**config.mk**
```make
export PLATFORM = sky130hd
export DESIGN_NAME = msi_snoop_cache
export DESIGN_NICKNAME = d
export VERILOG_FILES = /design/src/rtl/msi_pkg.sv /design/src/rtl/msi_datapath.sv /design/src/rtl/msi_control.sv /design/src/rtl/msi_snoop_cache.sv
export SDC_FILE = /design/constraint.sdc
export NUM_CORES = 1
export LEC_CHECK = 0
export ABC_AREA = 0
export BUFFER_PORTS_ARGS = -buffer_cell sky130_fd_sc_hd__buf_2
export CORE_ASPECT_RATIO = 0.75
export CORE_UTILIZATION = 47
export CTS_CLUSTER_SIZE = 8
export DETAILED_ROUTE_END_ITERATION = 6
export GPL_TIMING_DRIVEN = 0
export HOLD_SLACK_MARGIN = 0.1
export MAX_ROUTING_LAYER = met4
export PLACE_DENSITY = 0.78
export SLEW_MARGIN = 10
export SYNTH_ARGS = -nofsm -noshare
export SYNTH_HDL_FRONTEND = slang
export SYNTH_SLANG_ARGS = --single-unit
```
**constraint.sdc**
```tcl
create_clock -name clk -period 4.1 [get_ports clk]
set_input_delay 0.205 -clock clk [delete_from_list [all_inputs] [get_ports clk]]
set_output_delay 0.205 -clock clk [all_outputs]
set_load 0.02 [all_outputs]
```
**src/rtl/msi_pkg.sv**
```systemverilog
package msi_pkg;

  typedef enum logic [1:0] {
    LINE_INV = 2'b00,
    LINE_SHR = 2'b01,
    LINE_MOD = 2'b10
  } lineState_e;

  typedef enum logic [2:0] {
    BUS_IDLE  = 3'd0,
    BUS_READ  = 3'd1,
    BUS_WRITE = 3'd2,
    BUS_UPGR  = 3'd3,
    BUS_WBACK = 3'd4
  } busCmd_e;

  // strobes from control to datapath
  typedef struct packed {
    logic cpuWr;    // store hit on a Modified line
    logic fill;     // install the granted line at the request index
    logic fillMod;  // installed line becomes Modified (else Shared)
    logic evict;    // writeback granted: victim becomes Invalid
    logic snpDown;  // snooped line Modified -> Shared
    logic snpInv;   // snooped line -> Invalid
  } dpStrobe_t;

endpackage

```
**src/rtl/msi_datapath.sv**
```systemverilog
module msi_datapath
  import msi_pkg::*;
#(
  parameter int AW    = 8,
  parameter int DW    = 8,
  parameter int IDX_W = 2
) (
  input  logic             clk,
  input  logic             rstN,
  input  dpStrobe_t        stb,
  input  logic [AW-1:0]    cpuAddr,
  input  logic [DW-1:0]    cpuWdata,
  input  logic [DW-1:0]    busRdata,
  input  logic [AW-1:0]    snpAddr,
  output lineState_e       cpuState,
  output logic             victimDirty,
  output logic [AW-1:0]    victimAddr,
  output logic [DW-1:0]    lineData,
  output lineState_e       snpState,
  output logic [DW-1:0]    snpLineData,
  output logic             sameIdx
);

  localparam int LINES = 1 << IDX_W;
  localparam int TAG_W = AW - IDX_W;

  lineState_e       stQ   [LINES];
  logic [TAG_W-1:0] tagQ  [LINES];
  logic [DW-1:0]    dataQ [LINES];

  logic [IDX_W-1:0] cpuIdx, snpIdx;
  logic [TAG_W-1:0] cpuTag, snpTag;
  logic             cpuMatch, snpMatch;

  assign cpuIdx = cpuAddr[IDX_W-1:0];
  assign cpuTag = cpuAddr[AW-1:IDX_W];
  assign snpIdx = snpAddr[IDX_W-1:0];
  assign snpTag = snpAddr[AW-1:IDX_W];

  assign cpuMatch    = (tagQ[cpuIdx] == cpuTag);
  assign snpMatch    = (tagQ[snpIdx] == snpTag);
  assign cpuState    = cpuMatch ? stQ[cpuIdx] : LINE_INV;
  assign snpState    = snpMatch ? stQ[snpIdx] : LINE_INV;
  assign victimDirty = !cpuMatch && (stQ[cpuIdx] == LINE_MOD);
  assign victimAddr  = {tagQ[cpuIdx], cpuIdx};
  assign lineData    = dataQ[cpuIdx];
  assign snpLineData = dataQ[snpIdx];
  assign sameIdx     = (cpuIdx == snpIdx);

  always_ff @(posedge clk) begin
    for (int i = 0; i < LINES; i++) begin
      if (!rstN) begin
        stQ[i]   <= LINE_INV;
        tagQ[i]  <= '0;
        dataQ[i] <= '0;
      end else begin
        if (cpuIdx == IDX_W'(i)) begin
          if (stb.evict) begin
            stQ[i] <= LINE_INV;
          end else if (stb.fill) begin
            tagQ[i]  <= cpuTag;
            stQ[i]   <= stb.fillMod ? LINE_MOD : LINE_SHR;
            dataQ[i] <= stb.fillMod ? cpuWdata : busRdata;
          end else if (stb.cpuWr) begin
            dataQ[i] <= cpuWdata;
          end
        end
        if (snpIdx == IDX_W'(i)) begin
          if (stb.snpInv)       stQ[i] <= LINE_INV;
          else if (stb.snpDown) stQ[i] <= LINE_SHR;
        end
      end
    end
  end

endmodule

```
**src/rtl/msi_control.sv**
```systemverilog
module msi_control
  import msi_pkg::*;
(
  input  logic       cpuReq,
  input  logic       cpuWrite,
  input  lineState_e cpuState,
  input  logic       victimDirty,
  input  logic       busGrant,
  input  logic       snpValid,
  input  logic [2:0] snpCmd,
  input  lineState_e snpState,
  input  logic       sameIdx,
  output dpStrobe_t  stb,
  output logic       busReq,
  output busCmd_e    busCmd,
  output logic       cpuReady,
  output logic       rdFromBus,
  output logic       snpSupply
);

  logic    cpuBlocked, hitOk, needBus, granted, snpHit;
  busCmd_e cmdSel;

  always_comb begin
    snpHit     = snpValid && (snpState != LINE_INV);
    cpuBlocked = snpValid && sameIdx;
    hitOk      = cpuReq && !cpuBlocked &&
                 ((cpuState == LINE_MOD) || (cpuState == LINE_SHR && !cpuWrite));
    needBus    = cpuReq && !cpuBlocked && !hitOk;

    if (victimDirty)               cmdSel = BUS_WBACK;
    else if (!cpuWrite)            cmdSel = BUS_READ;
    else if (cpuState == LINE_SHR) cmdSel = BUS_UPGR;
    else                           cmdSel = BUS_WRITE;

    busReq  = needBus;
    busCmd  = needBus ? cmdSel : BUS_IDLE;
    granted = needBus && busGrant;

    stb.evict   = granted && (cmdSel == BUS_WBACK);
    stb.fill    = granted && (cmdSel != BUS_WBACK);
    stb.fillMod = cpuWrite;
    stb.cpuWr   = hitOk && cpuWrite;
    stb.snpDown = snpValid && (snpState == LINE_MOD) && (snpCmd == BUS_READ);
    stb.snpInv  = snpHit && ((snpCmd == BUS_WRITE) || (snpCmd == BUS_UPGR));

    snpSupply = snpValid && (snpState == LINE_MOD) &&
                ((snpCmd == BUS_READ) || (snpCmd == BUS_WRITE));
    cpuReady  = hitOk || stb.fill;
    rdFromBus = stb.fill;
  end

endmodule

```
**src/rtl/msi_snoop_cache.sv**
```systemverilog
module msi_snoop_cache
  import msi_pkg::*;
#(
  parameter int AW    = 8,
  parameter int DW    = 8,
  parameter int IDX_W = 2
) (
  input  logic          clk,
  input  logic          rstN,
  input  logic          cpuReq,
  input  logic          cpuWrite,
  input  logic [AW-1:0] cpuAddr,
  input  logic [DW-1:0] cpuWdata,
  output logic          cpuReady,
  output logic [DW-1:0] cpuRdata,
  output logic          busReq,
  input  logic          busGrant,
  output logic [2:0]    busCmd,
  output logic [AW-1:0] busAddr,
  output logic [DW-1:0] busWdata,
  input  logic [DW-1:0] busRdata,
  input  logic          snpValid,
  input  logic [2:0]    snpCmd,
  input  logic [AW-1:0] snpAddr,
  output logic          snpSupply,
  output logic [DW-1:0] snpData
);

  dpStrobe_t     stb;
  lineState_e    cpuState, snpState;
  busCmd_e       cmdOut;
  logic          victimDirty, sameIdx, rdFromBus;
  logic [AW-1:0] victimAddr;
  logic [DW-1:0] lineData, snpLineData;

  msi_datapath #(.AW(AW), .DW(DW), .IDX_W(IDX_W)) dp_i (
    .clk, .rstN, .stb, .cpuAddr, .cpuWdata, .busRdata, .snpAddr,
    .cpuState, .victimDirty, .victimAddr, .lineData,
    .snpState, .snpLineData, .sameIdx
  );

  msi_control ctl_i (
    .cpuReq, .cpuWrite, .cpuState, .victimDirty, .busGrant,
    .snpValid, .snpCmd, .snpState, .sameIdx,
    .stb, .busReq, .busCmd(cmdOut), .cpuReady, .rdFromBus, .snpSupply
  );

  assign busCmd   = cmdOut;
  assign busAddr  = (cmdOut == BUS_WBACK) ? victimAddr : cpuAddr;
  assign busWdata = (cmdOut == BUS_WBACK) ? lineData : '0;
  assign cpuRdata = rdFromBus ? busRdata : lineData;
  assign snpData  = snpSupply ? snpLineData : '0;

endmodule

```
Yosys cells after proc, flatten, opt, wreduce, memory -nomap -nowiden:

Memories as Yosys holds them, arrays and structs flattened.
Index checks and enable logic that the tools add are counted.

* add/subtract/negate cells: 0
* multiply operators: 0
* divide/modulo/power cells: 0
* order comparisons: 0
* eq/ne operators: 19
* shift operators: 0
* mux-type cells: 110
* bitwise gates (word level): 28
* reduce and logical (&&, ||, !) cells: 26

Operators by type and width (count)
* $mux 8: 13
* $mux 1: 71
* $mux 2: 19
* $or 1x1->1: 28
* $mux 6: 4
* $logic_and 1x1->1: 15
* $eq 2x2->1 const B: 7
* $eq 6x6->1: 2
* $mux 3: 3
* $eq 2x1->1 const B: 3
* $eq 3x2->1 const B: 2
* $eq 3x3->1 const B: 2
* $logic_not 1->1: 4
* $logic_not 2->1: 2
* $logic_or 1x1->1: 4
* $eq 3x1->1 const B: 1
* $ne 3x3->1 const B: 1
* $eq 2x2->1: 1
* $reduce_bool 2->1: 1

* flip-flop bits (word level): 0
* bits in latches: 0
* RAM bits: 64
* ROM bits: 0
* output and inout bits: 38
* word-level logic and storage cells: 186
* memories: 3

Memory list
* dp_i.dataQ: words 4, width 8, rd ports 2, clocked after memory_dff 0, wr ports 4, line msi_datapath.sv:29 `logic [DW-1:0] dataQ [LINES];`
* dp_i.tagQ: words 4, width 6, rd ports 2, clocked after memory_dff 0, wr ports 4, line msi_datapath.sv:28 `logic [TAG_W-1:0] tagQ [LINES];`
* dp_i.stQ: words 4, width 2, rd ports 2, clocked after memory_dff 0, wr ports 4, line msi_datapath.sv:27 `lineState_e stQ [LINES];`

Depth between registers and ports, before layout:

An unclocked memory read counts as a cell.

* depth after elaboration: 19
* mapped depth: 9

Hierarchy:

Synthesis repeated with hierarchy kept, for this count alone.

* cells, all modules: 306
* area, all modules: 4247.8 um^2

By module, submodules not included
* msi_datapath: instances 1, cells each 246, area an instance 3713.6 um^2, sequential area each 1921.8 um^2
* msi_snoop_cache: instances 1, cells each 35, area an instance 332.8 um^2, sequential area each 0.0 um^2
* msi_control: instances 1, cells each 25, area an instance 201.4 um^2, sequential area each 0.0 um^2

Worst setup path before layout:

No wires, ideal clock.

* path type: input-to-reg
* start: input cpuAddr[0]
* end: memory dp_i.dataQ[2][0], enable pin
* library setup time: 0.384 ns
* arrival: 2.337 ns
* slack: 1.379 ns
* stages: 8
* path buffers: 2
* cell sequence: buf_6 buf_6 mux4_2 xnor2_2 nand4_4 a211oi_4 a21boi_2 o21ai_0

RTL lines
* start: declaration: line msi_snoop_cache.sv:12 `input logic [AW-1:0] cpuAddr,`
* end: declaration: line msi_datapath.sv:29

==> impl_results.md <==
- Highest achievable clock rate: 0.302 GHz
- Effective utilization at floorplan: 0.496
- Global-route wire length before repair: 19,200 um
- Post-CTS resize count: 0
- CTS HTree Levels: 3
- Number of enable flip-flop cells after synthesis: 64
- Crit path arrival time: between 3 and 4 ns
- Hold_buf cts: 0
- CTS Buf Count: 9
- Critical path start-end classification: reg2reg
- IR Drop Worst-Case VDD: 182 uV
- Cell depth of the worst flop-to-flop path: 7
- Library cell occupying the most area in the post-synthesis netlist: sky130_fd_sc_hd__edfxtp_1
- Initial DRT Pass Iterations: 4
- Number of violations of the max-capacitance limit: 0
- Min Clock Period, post-route: about 3.3 ns
- Combined area of the multi-input logic cells: 2210 um^2
- Die Area: 9540 um^2
- Number of design-rule violations left by the first detailed-router iteration: 443
- Largest fanout on the critical path: 10
- Filler Cell Count: 684
- Distinct cell type count after synthesis: 45
- Series of cell instances along the critical path: mux4_2, xnor2_1, nand4_4, a211oi_4, a21boi_2, buf_4, o21ai_1
- Clock tree skew after final layout: 0.00543 ns
- Setup violations, final: 0
- Worst stage delay on the critical path: 0.81 ns
- Initial antenna violation count: 0
- IO Count: slightly below 80
- Yosys warning total: 0
- Cell count after synthesis: roughly 330
- Count of nets left with antenna violations after detail routing: 0
- Hold-critical path depth: 2
- Routed wirelength normalized by instance count: 23.6 um
- Element type at the critical path start: register
- Overall routing resource usage: 0.285
- Worst path slowest cell: sky130_fd_sc_hd__o21ai_1
- Slew at the pin closest to its max-slew limit: 1.13 ns
- Die H: 84.9 um
- Horizontal die dimension: 112 um
- Congestion Overflow GR: 0
- Flip-flop and latch area: around 1900 um^2
- Worst hold-check slack: 0.225 ns
- Fraction of post-synthesis cell area in the top cell type by area: 0.447
- Reg2reg end: dp_i.dataQ[3][1]
- Sink count of the clock tree: 64
- Core ar.: 8670 um^2
- Buffer depth of the longest clock path: 2
- CTS tree: built
- Layout overhead on the synthesized area: 18.4%
- Placed wire-length estimate: 8890 um
- Most instantiated flip-flop cell in the synthesis netlist: sky130_fd_sc_hd__edfxtp_1
- Later-pin clock latency in the skew report: roughly 0.34 ns
- Worst Hold Class: in2reg
- Site Rows: 29
- Result of the run: completed
- CP Data Required Time: 4.05 ns
- Top cells by area in the synthesized netlist: sky130_fd_sc_hd__edfxtp_1, sky130_fd_sc_hd__mux4_2, sky130_fd_sc_hd__a32o_1
- Cell family with the largest share of critical-path delay: compound AO/OA/AOI/OAI gates
- # nets final: 461
- Final weighted congestion in routability-driven placement: 0.923
- Number of endpoints with negative hold slack in the final report: 0
- Hold endpoint: dp_i.dataQ[1][3]
- Combined area of all synthesized cells: around 4300 um^2
- Endpoint type of the worst setup path: register
- Pwr Density: between 300 and 400 nW/um^2
- Max-slew headroom: 0.240
- Clock transition time at the flip-flop clock pins of the worst setup and hold paths: 0.05 ns
- Buf+Inv Stages, Crit Path: 1
- Vias/cell: ~6.6
- Number of nets produced by synthesis: approximately 380
- Sequential-to-total area share from yosys stat: 0.447
- Leakage power figure: 1.95 nW
- Overall via count from detail_route: around 3.5k
- Count of unresolved DRC violations after routing: 0
- Avg Cell Area, Syn: 12.9 um^2
- RSZ-0062 raised after global routing: no
- Fin. max-slew vios: 0
- Number of global-route vias before repair: 3,470
- Layout cell share with drive strength beyond 1: 0.376
- Number of buffers added on ports: 75
- Final period util: 0.808
- Worst min-delay path startpoint: busRdata[3]
- Maximum number of pins on one net before global-route repair: 11
- Startpoint of the worst-slack reg-to-reg timing path: dp_i.tagQ[2][1]
- Reg2reg setup slack: approximately 0.8 ns
- Post-CTS Setup Repair Bufs: 0
- Ys async rst share: 0
- Final TNS setup: 0 ns
- Routed wire length: 12,600 um
- FF+latch count, synth: 64
- Antenna diode instance count: 0
- Buffer cell driving the clock tree root: sky130_fd_sc_hd__clkbuf_16
==> worst max path at each step <==
stage | endpoint | cells past startpoint | start | slack (ns)
after global routing | snpData[7] | 9 | snpAddr[0] | 0.60
after CTS | dp_i.dataQ[2][1] | 6 | dp_i.tagQ[3][1] | 0.80
final | dp_i.dataQ[3][1] | 7 | dp_i.tagQ[2][1] | 0.79
after floorplan | dp_i.dataQ[2][0] | 8 | cpuAddr[0] | 1.38
after detailed placement | dp_i.tagQ[2][0] | 8 | cpuAddr[1] | 0.69
after global placement | dp_i.dataQ[2][4] | 8 | cpuAddr[0] | 0.77
==> state kept, by name, indices dropped and copies added, names as in the netlist <==
name        count
dp_i.dataQ     32
dp_i.tagQ      24
dp_i.stQ        8
==> placed cells by master (no fill, tap or decap), types with 2 or more instances in the layout <==
cell type	netlist	routed
sky130_fd_sc_hd__a31oi_1	2	2
sky130_fd_sc_hd__o21ai_1	3	5
sky130_fd_sc_hd__nand2b_1	4	4
sky130_fd_sc_hd__buf_2	6	81
sky130_fd_sc_hd__clkbuf_1	12	13
sky130_fd_sc_hd__and2_1	9	9
sky130_fd_sc_hd__a32o_1	20	20
sky130_fd_sc_hd__clkinv_1	0	4
sky130_fd_sc_hd__buf_6	4	4
sky130_fd_sc_hd__o21bai_1	3	3
sky130_fd_sc_hd__nand3b_1	2	2
sky130_fd_sc_hd__mux4_2	28	28
sky130_fd_sc_hd__clkbuf_16	0	9
sky130_fd_sc_hd__edfxtp_1	64	64
sky130_fd_sc_hd__buf_1	4	4
sky130_fd_sc_hd__nand3_1	10	10
sky130_fd_sc_hd__mux4_4	2	2
sky130_fd_sc_hd__or2_2	3	3
sky130_fd_sc_hd__nor2_1	13	13
sky130_fd_sc_hd__nand2_1	15	15
sky130_fd_sc_hd__or3_1	2	2
sky130_fd_sc_hd__o221ai_1	5	5
sky130_fd_sc_hd__and3_1	9	9
sky130_fd_sc_hd__mux2i_1	13	13
sky130_fd_sc_hd__xnor2_1	11	11
sky130_fd_sc_hd__nor2b_1	12	12
sky130_fd_sc_hd__a32o_2	4	4
sky130_fd_sc_hd__inv_1	4	4
sky130_fd_sc_hd__xnor2_2	3	3
sky130_fd_sc_hd__xor2_1	3	3
sky130_fd_sc_hd__buf_4	3	3
sky130_fd_sc_hd__mux2_2	13	13
sky130_fd_sc_hd__o21ai_0	5	3
sky130_fd_sc_hd__nor3_1	30	30
==> where the power goes <==
part	switching, mW	internal (mW)
registers	0.0153	0.754
clock network	0.277	0.461
logic	0.207	0.140
==> cells in the mapped netlist (4+ instances only) <==
library cell,number
sky130_fd_sc_hd__nand2_1,15
sky130_fd_sc_hd__buf_2,6
sky130_fd_sc_hd__buf_6,4
sky130_fd_sc_hd__o21ai_0,5
sky130_fd_sc_hd__nor3_1,30
sky130_fd_sc_hd__inv_1,4
sky130_fd_sc_hd__o221ai_1,5
sky130_fd_sc_hd__nor2b_1,12
sky130_fd_sc_hd__mux2i_1,13
sky130_fd_sc_hd__nand2b_1,4
sky130_fd_sc_hd__xnor2_1,11
sky130_fd_sc_hd__buf_1,4
sky130_fd_sc_hd__a32o_1,20
sky130_fd_sc_hd__and2_1,9
sky130_fd_sc_hd__and3_1,9
sky130_fd_sc_hd__nor2_1,13
sky130_fd_sc_hd__mux4_2,28
sky130_fd_sc_hd__a32o_2,4
sky130_fd_sc_hd__clkbuf_1,12
sky130_fd_sc_hd__mux2_2,13
sky130_fd_sc_hd__edfxtp_1,64
sky130_fd_sc_hd__nand3_1,10
==> final cells by class <==
cell class / instances / area share
Buffer: 29 / 0.0310
Clock buffer: 10 / 0.0450
Clock inverter: 6 / 0.00983
Inverter: 4 / 0.00295
Multi-Input combinational cell: 237 / 0.434
Sequential cell: 64 / 0.377
Tap cell: 108 / 0.0265
Timing Repair Buffer: 75 / 0.0737
==> metal layers <==
layer  routed length [um]  global-route usage  vias to the layer above
li1                     -                   -                     1516
met1                 4860               0.368                     1730
met2                 5940               0.431                      255
met3                 1470              0.0736                       38
met4                  327               0.119                        0
met5                    0                   -                        -
==> worst register-to-register path, delay by kind of cell, from the launching register on <==
kind,cells,cell delay [ns]
and+or+nand+nor,1,0.21
buffers and inverters,1,0.20
DFF,1,0.38
xor gates and xnor gates,1,0.36
muxes,1,0.51
AOI/OAI and AO/OA,3,1.26
==> stage by stage <==
stage / setup slack, ns / utilization / area [um^2] / instances / power (mW)
final: 0.788 / 0.587 / 5090 / 533 / 1.85
after global routing: 0.599 / 0.587 / 5090 / 533 / 1.89
after CTS: 0.804 / 0.587 / 5090 / 533 / 1.84
after detailed placement: 0.686 / 0.555 / 4810 / 517 / 1.12
after global placement: 0.767 / 0.555 / 4810 / 517 / 1.11
after floorplan: 1.38 / - / 4300 / 334 / 1.00
==> kinds of logic after synthesis <==
kind of cell	after synthesis	synth area share
AND/OR/NAND/NOR	115	0.146
flip-flops	64	0.447
multiplexers	57	0.225
AO/OA/AOI/OAI	48	0.102
buffers and inverters	33	0.0401
XOR/XNOR	17	0.0399
No activity file was read; power rests on OpenSTA's default activity.
